[src/rtl/pio_timing_pkg.sv]
// pio_timing_pkg
// Shared widths, phase type and count decoders for the PIO timing sequencer.
// Assumes counts never exceed 17 clocks, so CNT_W = 5 is sufficient.
package pio_timing_pkg;

    localparam int CNT_W    = 5;
    localparam int NIB_W    = 4;
    localparam int BYTE_W   = 2 * NIB_W;
    localparam int CODE_W   = 2;
    localparam int SET_NUM  = 3;            // primary 0, primary 1, secondary
    localparam int ADDR_W   = 3;
    localparam int REV_W    = 2;
    localparam int SLOT_W   = 2;

    typedef enum logic [1:0] {
        PH_IDLE   = 2'd0,
        PH_SETUP  = 2'd1,
        PH_ACTIVE = 2'd2,
        PH_RECOV  = 2'd3
    } phase_t;

    typedef struct packed {
        logic [CNT_W-1:0] setup;
        logic [CNT_W-1:0] active;
        logic [CNT_W-1:0] recov;
    } counts_t;

    // Non-monotonic setup code to clock count.
    function automatic logic [CNT_W-1:0] setup_clocks(input logic [CODE_W-1:0] code);
        case (code)
            2'b00:   setup_clocks = CNT_W'(4);
            2'b10:   setup_clocks = CNT_W'(3);
            2'b01:   setup_clocks = CNT_W'(2);
            default: setup_clocks = CNT_W'(5);
        endcase
    endfunction

    // Nibble to clock count, zero standing for the full 16.
    function automatic logic [CNT_W-1:0] nib_clocks(input logic [NIB_W-1:0] nib);
        if (nib == '0)
            nib_clocks = CNT_W'(16);
        else
            nib_clocks = CNT_W'(nib);
    endfunction

endpackage

[src/rtl/pio_timing_regs.sv]
// pio_timing_regs
// Register file holding one setup code and one pulse byte per timing set,
// plus the command pulse byte. Only bits 7:6 of setup registers are stored.
// Assumes single-cycle writes; readback is combinational on the address.
module pio_timing_regs
    import pio_timing_pkg::*;
(
    input  logic                          clk,
    input  logic                          rst_n,
    input  logic                          we,
    input  logic [ADDR_W-1:0]             addr,
    input  logic [BYTE_W-1:0]             wdata,
    output logic [BYTE_W-1:0]             rdata,
    output logic [SET_NUM-1:0][CODE_W-1:0] su_code,
    output logic [SET_NUM-1:0][BYTE_W-1:0] pulse,
    output logic [BYTE_W-1:0]             cmd_pulse
);

    localparam int IDX_W   = ADDR_W - 1;
    localparam int CMD_IDX = SET_NUM;

    logic [IDX_W-1:0] idx;
    logic             odd;

    assign idx = addr[ADDR_W-1:1];
    assign odd = addr[0];

    // Per-set storage, one generate branch per timing set.
    for (genvar g = 0; g < SET_NUM; g++) begin : g_set
        // Capture setup code (upper two bits only) or pulse byte for set g.
        always_ff @(posedge clk) begin
            if (!rst_n) begin
                su_code[g] <= '0;
                pulse[g]   <= '0;
            end else if (we && idx == IDX_W'(g)) begin
                if (odd)
                    pulse[g] <= wdata;
                else
                    su_code[g] <= wdata[BYTE_W-1 -: CODE_W];
            end
        end
    end

    // Capture the command pulse byte.
    always_ff @(posedge clk) begin
        if (!rst_n)
            cmd_pulse <= '0;
        else if (we && idx == IDX_W'(CMD_IDX) && !odd)
            cmd_pulse <= wdata;
    end

    // Readback multiplexer; setup registers read with zero low bits.
    always_comb begin
        rdata = '0;
        if (idx < IDX_W'(SET_NUM)) begin
            if (odd)
                rdata = pulse[idx];
            else
                rdata = {su_code[idx], {(BYTE_W-CODE_W){1'b0}}};
        end else if (!odd) begin
            rdata = cmd_pulse;
        end
    end

endmodule

[src/rtl/pio_timing_resolve.sv]
// pio_timing_resolve
// Combinational selection of the timing set for a slot and conversion of
// the stored codes into effective setup, active and recovery clock counts.
// Assumes slot bit 1 selects the secondary channel.
module pio_timing_resolve
    import pio_timing_pkg::*;
(
    input  logic [SLOT_W-1:0]             slot,
    input  logic                          cmd,
    input  logic [REV_W-1:0]              rev,
    input  logic [SET_NUM-1:0][CODE_W-1:0] su_code,
    input  logic [SET_NUM-1:0][BYTE_W-1:0] pulse,
    input  logic [BYTE_W-1:0]             cmd_pulse,
    output counts_t                       counts
);

    localparam int SEC_SET = SET_NUM - 1;
    localparam logic [CNT_W-1:0] MIN_ACT = CNT_W'(2);
    localparam logic [CNT_W-1:0] MIN_REC = CNT_W'(2);
    localparam logic [CNT_W-1:0] LONG_ACT = CNT_W'(3);

    logic [1:0]        set_idx;
    logic [BYTE_W-1:0] pbyte;
    logic [CNT_W-1:0]  act_raw, rec_raw, act_eff, rec_fix;

    // Map slot to timing set: secondary slots share the last set.
    always_comb begin
        set_idx = slot[1] ? 2'(SEC_SET) : {1'b0, slot[0]};
    end

    // Pick the pulse byte: command timing or the set's own.
    always_comb begin
        pbyte = cmd ? cmd_pulse : pulse[set_idx];
    end

    // Decode nibbles and apply the active-floor and short-recovery rules.
    always_comb begin
        act_raw = nib_clocks(pbyte[BYTE_W-1 -: NIB_W]);
        rec_raw = nib_clocks(pbyte[NIB_W-1:0]);
        act_eff = (act_raw < MIN_ACT) ? MIN_ACT : act_raw;
        rec_fix = (act_eff > LONG_ACT && rec_raw == CNT_W'(1)) ? MIN_REC : rec_raw;
    end

    // Assemble the effective counts, adding a recovery clock on later revisions.
    always_comb begin
        counts.setup  = setup_clocks(su_code[set_idx]);
        counts.active = act_eff;
        counts.recov  = (rev > REV_W'(1)) ? rec_fix + CNT_W'(1) : rec_fix;
    end

endmodule

[src/rtl/pio_phase_engine.sv]
// pio_phase_engine
// Three-phase cycle sequencer: setup, active, recovery. Latches the counts
// and target on acceptance, drives selects and strobes from its state, and
// flags the last recovery clock. Assumes every count is at least 1.
module pio_phase_engine
    import pio_timing_pkg::*;
(
    input  logic              clk,
    input  logic              rst_n,
    input  logic              take,
    input  counts_t           counts,
    input  logic [SLOT_W-1:0] slot,
    input  logic              write,
    output logic              ready,
    output logic              cs_pri,
    output logic              cs_sec,
    output logic              dev_sel,
    output logic              rd_stb,
    output logic              wr_stb,
    output logic              done
);

    phase_t            phase_q;
    logic [CNT_W-1:0]  cnt_q;
    logic [CNT_W-1:0]  act_q, rec_q;
    logic [SLOT_W-1:0] slot_q;
    logic              wr_q;
    logic              last;

    assign last  = (cnt_q == CNT_W'(1));
    assign done  = (phase_q == PH_RECOV) && last;
    assign ready = (phase_q == PH_IDLE) || done;

    // Phase and counter progression, restarting on an accepted request.
    always_ff @(posedge clk) begin
        if (!rst_n) begin
            phase_q <= PH_IDLE;
            cnt_q   <= '0;
        end else if (take) begin
            phase_q <= PH_SETUP;
            cnt_q   <= counts.setup;
        end else begin
            case (phase_q)
                PH_SETUP: begin
                    if (last) begin
                        phase_q <= PH_ACTIVE;
                        cnt_q   <= act_q;
                    end else begin
                        cnt_q <= cnt_q - CNT_W'(1);
                    end
                end
                PH_ACTIVE: begin
                    if (last) begin
                        phase_q <= PH_RECOV;
                        cnt_q   <= rec_q;
                    end else begin
                        cnt_q <= cnt_q - CNT_W'(1);
                    end
                end
                PH_RECOV: begin
                    if (last) begin
                        phase_q <= PH_IDLE;
                        cnt_q   <= '0;
                    end else begin
                        cnt_q <= cnt_q - CNT_W'(1);
                    end
                end
                default: cnt_q <= '0;
            endcase
        end
    end

    // Latch target and later-phase counts at acceptance.
    always_ff @(posedge clk) begin
        if (!rst_n) begin
            act_q  <= '0;
            rec_q  <= '0;
            slot_q <= '0;
            wr_q   <= 1'b0;
        end else if (take) begin
            act_q  <= counts.active;
            rec_q  <= counts.recov;
            slot_q <= slot;
            wr_q   <= write;
        end
    end

    // Select and strobe outputs decoded from the current phase.
    always_comb begin
        cs_pri  = (phase_q != PH_IDLE) && !slot_q[1];
        cs_sec  = (phase_q != PH_IDLE) &&  slot_q[1];
        dev_sel = (phase_q != PH_IDLE) &&  slot_q[0];
        rd_stb  = (phase_q == PH_ACTIVE) && !wr_q;
        wr_stb  = (phase_q == PH_ACTIVE) &&  wr_q;
    end

endmodule

[src/rtl/ata_pio_sequencer.sv]
// ata_pio_sequencer
// Top level: register file, timing resolution and phase engine for PIO
// cycles on four drive slots over two channels. A request is accepted when
// the engine is idle or in its done clock and the revision is non-zero.
// Assumes the requester holds request fields stable while req_valid is high.
module ata_pio_sequencer
    import pio_timing_pkg::*;
(
    input  logic              clk,
    input  logic              rst_n,
    input  logic              cfg_we,
    input  logic [2:0]        cfg_addr,
    input  logic [7:0]        cfg_wdata,
    output logic [7:0]        cfg_rdata,
    input  logic [1:0]        chip_rev,
    input  logic              req_valid,
    input  logic [1:0]        req_slot,
    input  logic              req_write,
    input  logic              req_cmd,
    output logic              cs_pri,
    output logic              cs_sec,
    output logic              dev_sel,
    output logic              rd_stb,
    output logic              wr_stb,
    output logic              done,
    output logic              err
);

    logic [SET_NUM-1:0][CODE_W-1:0] su_code;
    logic [SET_NUM-1:0][BYTE_W-1:0] pulse;
    logic [BYTE_W-1:0]              cmd_pulse;
    counts_t                        counts;
    logic                           ready, rev_ok, take, err_q;

    assign rev_ok = (chip_rev != '0);
    assign take   = req_valid && rev_ok && ready;
    assign err    = err_q;

    // Register the invalid-revision flag.
    always_ff @(posedge clk) begin
        if (!rst_n)
            err_q <= 1'b0;
        else
            err_q <= !rev_ok;
    end

    pio_timing_regs u_regs (
        .clk       (clk),
        .rst_n     (rst_n),
        .we        (cfg_we),
        .addr      (cfg_addr),
        .wdata     (cfg_wdata),
        .rdata     (cfg_rdata),
        .su_code   (su_code),
        .pulse     (pulse),
        .cmd_pulse (cmd_pulse)
    );

    pio_timing_resolve u_resolve (
        .slot      (req_slot),
        .cmd       (req_cmd),
        .rev       (chip_rev),
        .su_code   (su_code),
        .pulse     (pulse),
        .cmd_pulse (cmd_pulse),
        .counts    (counts)
    );

    pio_phase_engine u_engine (
        .clk     (clk),
        .rst_n   (rst_n),
        .take    (take),
        .counts  (counts),
        .slot    (req_slot),
        .write   (req_write),
        .ready   (ready),
        .cs_pri  (cs_pri),
        .cs_sec  (cs_sec),
        .dev_sel (dev_sel),
        .rd_stb  (rd_stb),
        .wr_stb  (wr_stb),
        .done    (done)
    );

endmodule

[config.mk]
export PLATFORM = sky130hd
export DESIGN_NAME = ata_pio_sequencer
export DESIGN_NICKNAME = d
export VERILOG_FILES = /design/src/rtl/pio_timing_pkg.sv /design/src/rtl/pio_timing_regs.sv /design/src/rtl/pio_timing_resolve.sv /design/src/rtl/pio_phase_engine.sv /design/src/rtl/ata_pio_sequencer.sv
export SDC_FILE = /design/constraint.sdc
export NUM_CORES = 1
export LEC_CHECK = 0
export ABC_AREA = 1
export BUFFER_PORTS_ARGS = -buffer_cell sky130_fd_sc_hd__buf_4
export CORE_MARGIN = 8
export CORE_UTILIZATION = 33
export DETAILED_ROUTE_END_ITERATION = 6
export GPL_ROUTABILITY_DRIVEN = 0
export HOLD_SLACK_MARGIN = 0.1
export SYNTH_ARGS = -nofsm -noshare
export SYNTH_HDL_FRONTEND = slang
export SYNTH_SLANG_ARGS = --single-unit
[constraint.sdc]
create_clock -name clk -period 4.2 [get_ports clk]
set_input_delay 0.21 -clock clk [delete_from_list [all_inputs] [get_ports clk]]
set_output_delay 0.21 -clock clk [all_outputs]
set_load 0.02 [all_outputs]
==> results.yml <==
global_route:
  grt_use_met1_pct: 18.25
  grt_first_pass_wirelength_um: 14660
  grt_antenna_before_repair: 0
  met3_usage_pct: 3.962
  grt.overflow.total: 0
  grt_pass1_vias: 2925
  grt_use_total_pct: 14.21
  grt_max_degree: 44
  use_met2_pct: 22.60
  grt-busiest-layer: "met2"
clocking:
  cts_made_buffers: 9
  clkSinkCount: 59
  clock_path_buffers: 2
  cts.clk_slew.worst_paths_ns: 0.07
  cts_tree: "yes"
  cts_setup_buffers: 0
  cts-htree-levels: 3
  clock_latency_ns: 0.34
  cts_root_buffer: "clkbuf_8"
sta:
  period_minus_slack_ns: 1.994
  finalSetupViolations: 0
  finalHoldViolCount: 0
  maxSlewHeadroom_pct: 45.89
  tightestPinTransition_ns: 0.8087
  post-route-period-util_pct: 47.48
  tns_ns: 0
  rsz0062_at_grt: "no"
  skew_ns: 0.008981
  fmax_mhz: 501.4
  drv_slew: 0
worst_setup_path:
  cp.arrival_ns: 2.23
  crit_path_top_delay_cell: "a21boi_1"
  cpLargestDelayFamily: "simple AND/OR/NAND/NOR gates"
  slowest_delay_ns: 0.32
  crit_chain: "inv_1 -> nand2_1 -> o21ai_1 -> nand2_1 -> a21boi_1 -> inv_1 -> ha_1 -> nand2_1 -> nor2_2 -> nand2_2 -> nand2_2 -> nor2_4 -> nand2_1 -> nand2_1 -> nand3_1 -> nand2_1 -> inv_1"
  worstSetupPathType: "reg2reg"
  worstPathRequired_ns: 4.44
  start_kind: "flip-flop"
  path_buf_inv: 3
  crit_path_end_kind: "flip-flop"
  path_max_fanout: 3
  crit_top_cell: "nand2_1"
yosys:
  synth_edf_count: 0
  ys_types: 38
  ys_seq_area_share_pct: 37.61
  avgSynthCellArea_sq_um: 6.933
  yosysTopAreaCell: "dfxtp_1"
  yosysMostFrequentCell: "nand2_1"
  syn-cell-area_sq_mm: 0.003141
  yosys.area.top_type_share_pct: 37.61
  synth_top_family_by_area: "compound AO/OA/AOI/OAI gates"
  async_reset_ff_share_pct: 0
  synth-main-ff-cell: "dfxtp_1"
  synth-simple-area-share_pct: 19.48
  synthTopCellsByCount: "nand2_1 (71), inv_1 (65), o21ai_0 (60), dfxtp_1 (59), a21oi_1 (51)"
  syn-num-nets: 481
  syn_inst: 453
  ys_ff_latch: 59
  synthMuxAreaShare_pct: 0
  synth_xor_area_share_pct: 0.5578
  yosys-top-cells-area: "dfxtp_1 (38%), o21ai_0 (9.6%), nand2_1 (8.5%)"
  yosys_warnings: 0
  synthAdderAreaFrac_pct: 2.789
  synth_compound_area_share_pct: 27.73
finish:
  diodes: 0
  drive_above_1_share_pct: 15.10
  num-nets-final: 513
  syn2layout_area_growth_pct: 18.05
  fillers: 973
  fin_area_sq_mm: 0.003707
die:
  ioPinCount: 36
  start_util_pct: 33.99
  fp.dieH_um: 113.6
  die_w_um: 113.6
  dieArea_sq_mm: 0.01289
  core_sq_mm: 0.009240
  fp-row-count: 35
place:
  dp_hpwl_um: 6307
  port-buffer-count: 35
  place_area_sq_mm: 0.003465
hold_path:
  hold_class: "in2reg"
pwr:
  power_density_mw_per_mm2: 370.2
  power.leakage_uw: 0.001528
  vdd_drop_max_mv: 0.1773
detailed_routing:
  drc: 0
  vias: 3023
  ant_nets: 0
  wirelength_um: 8905
  drt_pass1_iterations: 5
  wl_per_cell_um: 14.39
  vias_per_cell: 4.884
  drt_iter0_drc: 205
job:
  maxCapViolCount: 0
outcome:
  status: "finished, final reports clean"
[tightest hold or removal path, stage by stage]
cell	delay (ns)
buf_4	0.10
nor2_1	0.04
nor2_1	0.08
[layout by cell type (no fill, tap or decap), types with 3 or more instances in the layout]
master and count:
nand2_1 71, inv_1 65, o21ai_0 60, dfxtp_1 59
a21oi_1 51, nor2_1 37, buf_4 35, o22ai_1 17
nand3_1 15, clkbuf_8 12, ha_1 7, o21ai_1 6
nand2_2 6, o211ai_1 5, nor3_1 4, inv_2 3
nor2_4 3, a21oi_2 3, a31oi_1 3, dlygate4sd3_1 3
[state kept, by name (all words and copies together) (netlist names)]
register / count
u_regs.pulse: 24
u_regs.cmd_pulse: 8
u_regs.su_code: 6
u_engine.act_q: 5
u_engine.cnt_q: 5
u_engine.rec_q: 5
u_engine.phase_q: 2
u_engine.slot_q: 2
err: 1
u_engine.wr_q: 1
[cells by family after synthesis]
logic type | count (synthesis)
buffers and inverters | 88
AO/OA/AOI/OAI | 156
AND/OR/NAND/NOR | 141
flip-flops | 59
adder cells (fa/ha/maj) | 7
XOR/XNOR | 2
[where the power goes]
group / total (uW) / switching [uW] / internal (uW)
sequential: 603 / 15.0 / 588
clock: 551 / 231 / 321
combinational: 218 / 142 / 76.4
total: 1370 / 388 / 985
[stage by stage]
stage | total power [uW] | utilization [%] | setup slack [ns] | instances | hold WS [ns]
floorplan | 764.4 | - | 2.394 | 453 | 0.2868
global placement | 828.5 | 37.49 | 2.130 | 600 | 0.3940
detailed placement | 830.6 | 37.49 | 2.122 | 600 | 0.3950
CTS | 1384 | 40.12 | 2.208 | 619 | 0.1184
global route | 1446 | 40.12 | 1.984 | 619 | 0.1291
finish | 1372 | 40.12 | 2.206 | 619 | 0.1281
[final cells by class]
type	instances	area, sq um	area share, %
multi-input combinational	306	1588	42.83
sequential	59	1181	31.86
timing repair buffer	38	292.8	7.897
inverter	71	271.5	7.324
clock buffer	12	165.2	4.455
tap	129	161.4	4.354
clock inverter	4	47.55	1.282
[timing repair]
| item | CTS | global route |
|---|---|---|
| resized for setup | 0 | 0 |
| endpoints found under the hold margin | 2 | 0 |
| hold buffers | 3 | 0 |
[worst paths after layout]
check / startpoint / endpoint / slack [ns] / cells after the start
worst min-delay path: cfg_wdata[2] / u_regs.cmd_pulse[2] / 0.13 / 3
worst max-delay path: u_regs.pulse[8] / u_engine.rec_q[3] / 2.21 / 17
worst max register to register: u_regs.pulse[8] / u_engine.rec_q[3] / 2.21 / 17
worst min register to register: u_regs.pulse[1] / u_regs.pulse[1] / 0.47 / 2
[per-layer routing]
metal	vias to the layer above	part of all wire, %
met1	1358	48
li1	1570	-
met4	0	0.86
met2	87	45
met5	-	0
met3	8	6.3
(Power assumes the default switching activity.)
